**config.mk**
```make
export PLATFORM = sky130hd
export DESIGN_NAME = cpxfer_top
export DESIGN_NICKNAME = d
export VERILOG_FILES = /design/src/rtl/cpxfer_pkg.sv /design/src/rtl/cpxfer_ctrl.sv /design/src/rtl/cpxfer_regs.sv /design/src/rtl/cpxfer_top.sv
export SDC_FILE = /design/constraint.sdc
export NUM_CORES = 1
export LEC_CHECK = 0
export CELL_PAD_IN_SITES_DETAIL_PLACEMENT = 0
export CELL_PAD_IN_SITES_GLOBAL_PLACEMENT = 2
export CORE_ASPECT_RATIO = 1.4
export CORE_UTILIZATION = 40
export DETAILED_ROUTE_END_ITERATION = 12
export DONT_BUFFER_PORTS = 1
export MAX_ROUTING_LAYER = met4
export PLACE_DENSITY_LB_ADDON = 0.1
export SETUP_SLACK_MARGIN = 0.2
export SLEW_MARGIN = 20
export SYNTH_ARGS = -nofsm -noshare
export SYNTH_HDL_FRONTEND = slang
export SYNTH_SLANG_ARGS = --single-unit
```
**constraint.sdc**
```tcl
create_clock -name clk -period 4 [get_ports clk]
set_clock_uncertainty 0.2 [all_clocks]
set_input_delay 0.4 -clock clk [delete_from_list [all_inputs] [get_ports clk]]
set_output_delay 0.4 -clock clk [all_outputs]
set_load 0.01 [all_outputs]
```
**src/rtl/cpxfer_pkg.sv**
```systemverilog
package cpxfer_pkg;

  typedef enum logic [1:0] {
    HS_ABSENT = 2'b00,
    HS_WAIT   = 2'b01,
    HS_GO     = 2'b10,
    HS_LAST   = 2'b11
  } hsCode_t;

  localparam int MAX_BUSY_WAIT = 3;
  localparam int REG_IDX_W     = 4;

  typedef struct packed {
    logic                 wrEn;
    logic                 rdEn;
    logic [REG_IDX_W-1:0] idx;
  } strobes_t;

endpackage

```
**src/rtl/cpxfer_ctrl.sv**
```systemverilog
module cpxfer_ctrl
  import cpxfer_pkg::*;
#(
  parameter int         NUM_REGS  = 8,
  parameter logic [3:0] COPROC_ID = 4'hA,
  parameter int         BUSY_WAIT = 1
) (
  input  logic        clk,
  input  logic        rstN,
  input  logic        reqN,
  input  logic [31:0] instr,
  input  logic        condPass,
  output hsCode_t     hsDec,
  output hsCode_t     hsEx,
  output strobes_t    strobes
);

  localparam int CNT_W = $clog2(MAX_BUSY_WAIT + 1);
  localparam logic [CNT_W-1:0] WAIT_LOAD =
    (BUSY_WAIT > 0) ? CNT_W'(BUSY_WAIT - 1) : '0;

  typedef enum logic [2:0] {
    ST_IDLE, ST_EXEC1, ST_EXECW, ST_MEM, ST_WRITE
  } state_t;

  state_t                 state, stateNext;
  logic [CNT_W-1:0]       waitCnt;
  logic [3:0]             cpNumQ;
  logic [REG_IDX_W-1:0]   regIdxQ;
  logic                   isReadQ;
  logic                   match;
  logic                   unusedInstrBits;

  assign unusedInstrBits = ^{instr[31:21], instr[15:12], instr[7:0]};

  assign match = (cpNumQ == COPROC_ID) && (int'(regIdxQ) < NUM_REGS);

  always_ff @(posedge clk) begin
    if (!rstN) begin
      state   <= ST_IDLE;
      waitCnt <= '0;
      cpNumQ  <= '0;
      regIdxQ <= '0;
      isReadQ <= 1'b0;
    end else begin
      state <= stateNext;
      if (state == ST_IDLE && !reqN) begin
        cpNumQ  <= instr[11:8];
        regIdxQ <= instr[19:16];
        isReadQ <= instr[20];
      end
      if (state == ST_EXEC1) begin
        waitCnt <= WAIT_LOAD;
      end else if (state == ST_EXECW && waitCnt != '0) begin
        waitCnt <= waitCnt - 1'b1;
      end
    end
  end

  always_comb begin
    stateNext   = state;
    hsDec       = HS_ABSENT;
    hsEx        = HS_ABSENT;
    strobes     = '0;
    strobes.idx = regIdxQ;
    case (state)
      ST_IDLE: begin
        if (!reqN) stateNext = ST_EXEC1;
      end
      ST_EXEC1: begin
        if (match) hsDec = (BUSY_WAIT == 0) ? HS_LAST : HS_WAIT;
        if (match && !reqN && condPass)
          stateNext = (BUSY_WAIT == 0) ? ST_MEM : ST_EXECW;
        else
          stateNext = ST_IDLE;
      end
      ST_EXECW: begin
        if (waitCnt == '0) begin
          hsEx      = HS_LAST;
          stateNext = ST_MEM;
        end else begin
          hsEx = HS_WAIT;
        end
      end
      ST_MEM: begin
        strobes.rdEn = isReadQ;
        stateNext    = ST_WRITE;
      end
      ST_WRITE: begin
        strobes.wrEn = !isReadQ;
        stateNext    = ST_IDLE;
      end
      default: stateNext = ST_IDLE;
    endcase
  end

endmodule

```
**src/rtl/cpxfer_regs.sv**
```systemverilog
module cpxfer_regs
  import cpxfer_pkg::*;
#(
  parameter int NUM_REGS = 8,
  parameter int DATA_W   = 32
) (
  input  logic              clk,
  input  logic              rstN,
  input  strobes_t          strobes,
  input  logic [DATA_W-1:0] wrData,
  output logic [DATA_W-1:0] rdData
);

  logic [DATA_W-1:0] regs [NUM_REGS];

  for (genvar gi = 0; gi < NUM_REGS; gi++) begin : g_reg
    always_ff @(posedge clk) begin
      if (!rstN) begin
        regs[gi] <= '0;
      end else if (strobes.wrEn && strobes.idx == REG_IDX_W'(gi)) begin
        regs[gi] <= wrData;
      end
    end
  end

  always_comb begin
    rdData = '0;
    if (strobes.rdEn) begin
      for (int i = 0; i < NUM_REGS; i++) begin
        if (strobes.idx == REG_IDX_W'(i)) rdData = regs[i];
      end
    end
  end

endmodule

```
**src/rtl/cpxfer_top.sv**
```systemverilog
module cpxfer_top
  import cpxfer_pkg::*;
#(
  parameter int         NUM_REGS  = 8,
  parameter int         DATA_W    = 32,
  parameter logic [3:0] COPROC_ID = 4'hA,
  parameter int         BUSY_WAIT = 1
) (
  input  logic              clk,
  input  logic              rstN,
  input  logic              reqN,
  input  logic [31:0]       instr,
  input  logic              condPass,
  input  logic [DATA_W-1:0] wrData,
  output logic [1:0]        hsDec,
  output logic [1:0]        hsEx,
  output logic [DATA_W-1:0] rdData
);

  strobes_t strobes;
  hsCode_t  hsDecCode, hsExCode;

  cpxfer_ctrl #(
    .NUM_REGS (NUM_REGS),
    .COPROC_ID(COPROC_ID),
    .BUSY_WAIT(BUSY_WAIT)
  ) u_ctrl (
    .clk     (clk),
    .rstN    (rstN),
    .reqN    (reqN),
    .instr   (instr),
    .condPass(condPass),
    .hsDec   (hsDecCode),
    .hsEx    (hsExCode),
    .strobes (strobes)
  );

  cpxfer_regs #(
    .NUM_REGS(NUM_REGS),
    .DATA_W  (DATA_W)
  ) u_regs (
    .clk    (clk),
    .rstN   (rstN),
    .strobes(strobes),
    .wrData (wrData),
    .rdData (rdData)
  );

  assign hsDec = hsDecCode;
  assign hsEx  = hsExCode;

endmodule

```
# Word level (Yosys, flattened, before mapping)
# Memories as Yosys holds them, arrays and structs flattened.
# Index checks and enable logic that the tools add are counted.
[totals]
ramBits = 256
mem_bits_ro = 0
reg_bits = 14
in_bits = 68
out_inout_bits = 36
latchBits = 0
n_memories = 1
[memory_table]
columns = ["memory", "depth", "width", "read_ports", "rd_clocked_by_memory_dff", "write_ports", "line_no", "text"]
rows = [
  ["u_regs.regs", 8, 32, 8, 0, 8, "cpxfer_regs.sv:14", "logic [DATA_W-1:0] regs [NUM_REGS];"],
]
[classes]
addsub = 1
n_shift = 0
n_bitwise = 9
multipliers = 0
n_lt_le_gt_ge = 1
eq_ne = 14
mux = 52
reduce_logical = 21
div_mod_pow = 0
[ops]
columns = ["operator", "count"]
rows = [
  ["32-bit 2-to-1 mux", 17],
  ["1-bit 2-to-1 mux", 28],
  ["4-bit by 3-bit equality test with 1-bit output (second input constant)", 4],
  ["1-bit logical AND", 13],
  ["3-bit one-hot mux with 4 select lines", 1],
  ["4-bit by 2-bit equality test with 1-bit output (second input constant)", 2],
  ["2-bit 2-to-1 mux", 4],
  ["1-bit bitwise OR", 8],
  ["3-bit by 2-bit equality test with 1-bit output (second input constant)", 2],
  ["3-bit 2-to-1 mux", 2],
  ["4-bit by 1-bit equality test with 1-bit output (second input constant)", 1],
  ["4-bit equality test (second input constant)", 1],
  ["4-bit logical NOT", 1],
  ["4-bit < comparator (second input constant)", 1],
  ["2-bit != test (second input constant)", 2],
  ["3-bit by 1-bit equality test with 1-bit output (second input constant)", 1],
  ["3-bit equality test (second input constant)", 1],
  ["3-bit logical NOT", 1],
  ["1-bit logical NOT", 2],
  ["2-bit logical NOT", 1],
  ["2-bit AND reduction", 1],
  ["2-bit nonzero test", 1],
  ["2-bit OR reduction", 1],
  ["2-bit by 1-bit subtractor with 2-bit output (second input constant)", 1],
  ["1-bit NOT", 1],
]

# Logic depth before layout (Yosys ltp)
[depth]
depth_word = 10
depth_mapped = 7

# Cells and area by module
# Synthesis repeated with hierarchy kept, for this count alone.
[unflattened]
cells_unflattened = 931
area_unflattened_um2 = 12768.5
[modules_own_cells]
columns = ["module", "n_inst", "area_per_inst_um2", "cells_per_inst"]
rows = [
  ["cpxfer_regs", 1, 12125.4, 869],
  ["cpxfer_ctrl", 1, 643.1, 62],
]

# Worst setup path before layout
# No wires, ideal clock.
[synth_path]
path_type = "reg2reg"
from = "register u_ctrl.state[0]"
to = "memory u_regs.regs[1][0], in the netlist u_regs.regs[0][32], enable pin"
required_time_ns = 3.330
n_path_buf = 1
arrival_ns = 3.693
setup_time_ns = 0.470
synth_period_minus_slack_ns = 4.363
setup_slack_ns = -0.363
stages_incl_launch_ff = 5
cell_sequence = "dfxtp_1 buf_2 or4b_4 or2_2 o31ai_1"
[synth_lines]
columns = ["element", "line_no", "text"]
rows = [
  ["start, declared", "cpxfer_ctrl.sv:26", "state_t state, stateNext;"],
  ["start signal, assigned", "cpxfer_ctrl.sv:46", "state <= stateNext;"],
  ["end, declared", "cpxfer_regs.sv:14", ""],
]

# Final worst setup path
[layout_path]
from = "register u_ctrl.regIdxQ[1]"
to = "output port rdData[2]"
[layout_between]
elab_chain_len = 10
elab_cells_between_ends = 17
cone_classes = "7 x eq/ne; 9 x mux; 1 x reduce/logical"
[layout_lines]
columns = ["element", "line_no", "text"]
rows = [
  ["start, declared", "cpxfer_ctrl.sv:29", "logic [REG_IDX_W-1:0] regIdxQ;"],
  ["start signal, assigned", "cpxfer_ctrl.sv:49", "regIdxQ <= instr[19:16];"],
  ["4-bit logical NOT", "cpxfer_regs.sv:30", "if (strobes.idx == REG_IDX_W'(i)) rdData = regs[i];"],
  ["32-bit 2-to-1 mux (7 in series)", "cpxfer_regs.sv:30", ""],
  ["32-bit 2-to-1 mux *", "cpxfer_regs.sv:30", ""],
  ["32-bit 2-to-1 mux *", "cpxfer_regs.sv:28", "if (strobes.rdEn) begin"],
  ["end, declared", "cpxfer_top.sv:17", "output logic [DATA_W-1:0] rdData"],
]
# Mark *: on every way between the ends. The rest lies on a longest branch, timed or not.

==> metrics.json <==
{
  "status": {
    "status": "finished with violations",
    "violations": "DRC"
  },
  "power": {
    "power.leakage_nw": 5.332,
    "vdd_ir_drop_max_mv": 0.3026,
    "power_per_cell_area_mw_per_mm2": 424.7,
    "fin_total_pwr_mw": 6.301
  },
  "cts": {
    "clk_sinks": 270,
    "clk-insertion-delay-late_ns": 0.56,
    "clk_path_buf_depth": 3,
    "post_cts_buffers": 0,
    "cts.root.buffer_cell": "sky130_fd_sc_hd__clkbuf_16",
    "htreeDepth": 1,
    "cts-buffers-inserted": 28,
    "clock_tree_from_tritoncts": "built",
    "clkSlewWorstSetupHoldPaths_ns": 0.06
  },
  "sta": {
    "finalHoldViolations": 0,
    "maxSlewHeadroom_pct": 50.08,
    "drv_slew": 0,
    "setup_violations": 0,
    "fin_hold_ws_ns": 0.05651,
    "final.period_utilization_pct": 91.68,
    "grt_setup_unrepaired": "no",
    "postLayoutSetupSlackWorst_ns": 0.3330,
    "fin_setup_tns_ns": 0,
    "max_slew.worst_pin.slew_ns": 0.7479,
    "post-route-min-period_ns": 3.667,
    "timing.fmax_ghz": 0.2727
  },
  "setup_path": {
    "timing.critical_path.from": "u_ctrl.regIdxQ[1]",
    "crit_path_top_delay_cell": "sky130_fd_sc_hd__nor2b_2",
    "critical_path_required_ns": 3.40,
    "reg2reg_setup_slack_ns": 0.94,
    "regToRegEndpoint": "u_regs.regs[0][83]",
    "worst_ep_arrival_time_ns": 3.07,
    "setup.worst_path.class": "register to output pin",
    "launch_point_of_the_worst_reg_to_reg_path": "u_ctrl.state[2]",
    "critical_path.endpoint_type": "output pin",
    "crit_fanout": 24,
    "timing.critical_path.to": "rdData[2]",
    "worstSetupStartpointType": "register",
    "worstPathCellList": "buf_4 -> nor2b_2 -> buf_4 -> a21oi_1 -> o32a_1 -> a221oi_1 -> buf_4",
    "critPathMaxStageDelay_ns": 0.56,
    "rr_worst_depth": 5,
    "critical-path-top-cell-by-count": "sky130_fd_sc_hd__buf_4"
  },
  "route": {
    "number_of_iterations_in_the_first_detailed_routing_pass": 10,
    "drc_errors": 12,
    "finalWirelength_mm": 36.65,
    "drtIter0Drc": 466,
    "num_vias": 8198,
    "drt.antenna.violating_nets": 0,
    "routed_via_density": 5.547,
    "drt-wirelength-per-cell_um": 24.80
  },
  "yosys": {
    "synth_nets": 1066,
    "ys_warn_count": 0,
    "ys_seq_elements": 270,
    "post_synth_num_cell_types": 51,
    "syn-mean-instance-area_um2": 12.65,
    "postSynth.asyncResetShare_pct": 0,
    "synth_edf_count": 256,
    "synthesis.instances": 997,
    "post_synth_instance_area_mm2": 0.01261,
    "yosys_most_used_dff": "sky130_fd_sc_hd__edfxtp_1",
    "synth.yosys.seq_area_share_pct": 63.16
  },
  "cells_and_area": {
    "area_growth_pct": 17.60,
    "fill_cells": 2808,
    "mostFrequentLayoutCell": "sky130_fd_sc_hd__and2_1",
    "fin_nets": 1136,
    "multi_input_comb_area_mm2": 0.004344,
    "regArea_mm2": 0.007974,
    "instances_no_fill": 1478,
    "most-common-layout-cells": "sky130_fd_sc_hd__and2_1 (258), sky130_fd_sc_hd__edfxtp_1 (256), sky130_fd_sc_hd__buf_4 (70)",
    "finalInstanceArea_mm2": 0.01483,
    "final_util_pct": 48.00,
    "layout-drive-gt1-share_pct": 15.64
  },
  "die": {
    "io_pins": 104,
    "row_count": 76,
    "floorplan.initialDensity_pct": 40.82,
    "die_height_um": 212.1,
    "die_outline_area_mm2": 0.03226,
    "horizontal_extent_of_the_die_um": 152.1,
    "floorplan.core_area_mm2": 0.03090
  },
  "placed_design": {
    "post-place-ws_ns": 0.6635,
    "place_congestion": 0.7863,
    "io_buffers": 0,
    "postPlaceCellArea_mm2": 0.01347,
    "placedCellCount": 1383,
    "place_hpwl_mm": 23.05
  },
  "global_route": {
    "antenna_found_initial": 1,
    "wire_length_of_the_first_global_routing_pass_mm": 54.83,
    "first_global_vias": 8755,
    "total_overflow_reported_by_the_global_router": 0,
    "grt_max_degree": 37,
    "grt.total_usage_pct": 23.98
  },
  "flow_run": {
    "max_capacitance_violation_count": 0
  },
  "min_path": {
    "hold_class": "primary input to register"
  }
}
==> Yosys cell counts (2+ instances only) <==
library cell | instances | share of area (%)
sky130_fd_sc_hd__a221oi_1 | 30 | 2.1
sky130_fd_sc_hd__nor2_2 | 5 | 0.25
sky130_fd_sc_hd__dfxtp_1 | 14 | 2.2
sky130_fd_sc_hd__mux2_2 | 22 | 2.0
sky130_fd_sc_hd__edfxtp_1 | 256 | 61
sky130_fd_sc_hd__and2_1 | 258 | 13
sky130_fd_sc_hd__or3_1 | 2 | 0.099
sky130_fd_sc_hd__buf_1 | 7 | 0.21
sky130_fd_sc_hd__mux2i_1 | 47 | 3.7
sky130_fd_sc_hd__nor4_1 | 2 | 0.099
sky130_fd_sc_hd__or3b_2 | 2 | 0.14
sky130_fd_sc_hd__nand2_1 | 8 | 0.24
sky130_fd_sc_hd__inv_1 | 29 | 0.86
sky130_fd_sc_hd__a31oi_1 | 2 | 0.099
sky130_fd_sc_hd__o22ai_1 | 25 | 1.2
sky130_fd_sc_hd__o21ai_0 | 12 | 0.48
sky130_fd_sc_hd__a22o_1 | 9 | 0.62
sky130_fd_sc_hd__nand2b_1 | 8 | 0.40
sky130_fd_sc_hd__nand3b_1 | 2 | 0.12
sky130_fd_sc_hd__nor2_1 | 54 | 1.6
sky130_fd_sc_hd__nor3_4 | 2 | 0.26
sky130_fd_sc_hd__a211oi_1 | 22 | 1.3
sky130_fd_sc_hd__nor2b_1 | 2 | 0.099
sky130_fd_sc_hd__nor3_1 | 3 | 0.12
sky130_fd_sc_hd__clkbuf_2 | 9 | 0.36
sky130_fd_sc_hd__or2_2 | 3 | 0.15
sky130_fd_sc_hd__clkbuf_1 | 51 | 1.5
sky130_fd_sc_hd__a21oi_1 | 63 | 2.5
sky130_fd_sc_hd__o32a_1 | 20 | 1.6
sky130_fd_sc_hd__buf_2 | 7 | 0.28
==> metal layers <==
metal	share of wire, %	up-vias	GRT usage (%)
met5	0	-	-
met4	2.2	0	7.143
met3	4.3	53	3.017
met2	53	207	44.41
met1	40	4153	27.03
li1	-	3785	-
==> cell type report <==
| class | count | share of cell area [%] |
|---|---|---|
| Antenna cell | 1 | 0.01687 |
| Multi-Input combinational cell | 622 | 29.28 |
| Sequential cell | 270 | 53.75 |
| Tap cell | 390 | 3.289 |
| Clock buffer | 31 | 4.943 |
| Inverter | 29 | 0.7338 |
| Timing Repair Buffer | 116 | 6.781 |
| Clock inverter | 19 | 1.198 |
==> worst min path at each step <==
stage	startpoint	endpoint	slack (ns)	cells after the start
floorplan	u_ctrl.cpNumQ[3]	u_ctrl.cpNumQ[3]	0.25	2
global placement	u_ctrl.cpNumQ[2]	u_ctrl.cpNumQ[2]	0.27	2
detailed placement	u_ctrl.waitCnt[1]	u_ctrl.waitCnt[1]	0.29	2
CTS	reqN	u_ctrl.state[0]	0.03	3
global route	reqN	u_ctrl.state[0]	0.05	3
finish	reqN	u_ctrl.state[0]	0.06	3
==> cell families after synthesis <==
| logic type | after synthesis | synth area share [%] |
|---|---|---|
| AOI/OAI and AO/OA | 188 | 10.23 |
| other | 1 | 0.02973 |
| DFF | 270 | 63.16 |
| muxes | 70 | 5.872 |
| adders and majority gates | 1 | 0.09917 |
| and+or+nand+nor | 362 | 17.24 |
| buffers and inverters | 105 | 3.372 |
==> sequential cells by signal (all words and copies together), names as in the netlist <==
signal and cells:
u_regs.regs 256, u_ctrl.cpNumQ 4, u_ctrl.regIdxQ 4, u_ctrl.state 3, u_ctrl.waitCnt 2, u_ctrl.isReadQ 1
==> where the power goes <==
part           switching (mW)  internal, mW  total [mW]  leakage (nW)
registers              0.0485          3.18        3.22          2.76
clock network            1.11          1.51        2.61         0.448
logic                   0.297         0.164       0.461          2.13
total                    1.45          4.85        6.30          5.33
==> critical path: cells and delay by family (launching register included) <==
family / cells / cell delay, ns
buf+inv: 3 / 0.83
simple gates: 1 / 0.56
compound gates: 3 / 0.60
flops: 1 / 0.48
==> repair_timing <==
action	4_1_cts	5_1_grt
pin swaps	0	0
cloned	0	0
hold buffers	44	0
endpoints found under the setup margin	14	2
resized for setup	1	2
endpoints found under the hold margin	279	0
(Power assumes the default switching activity.)
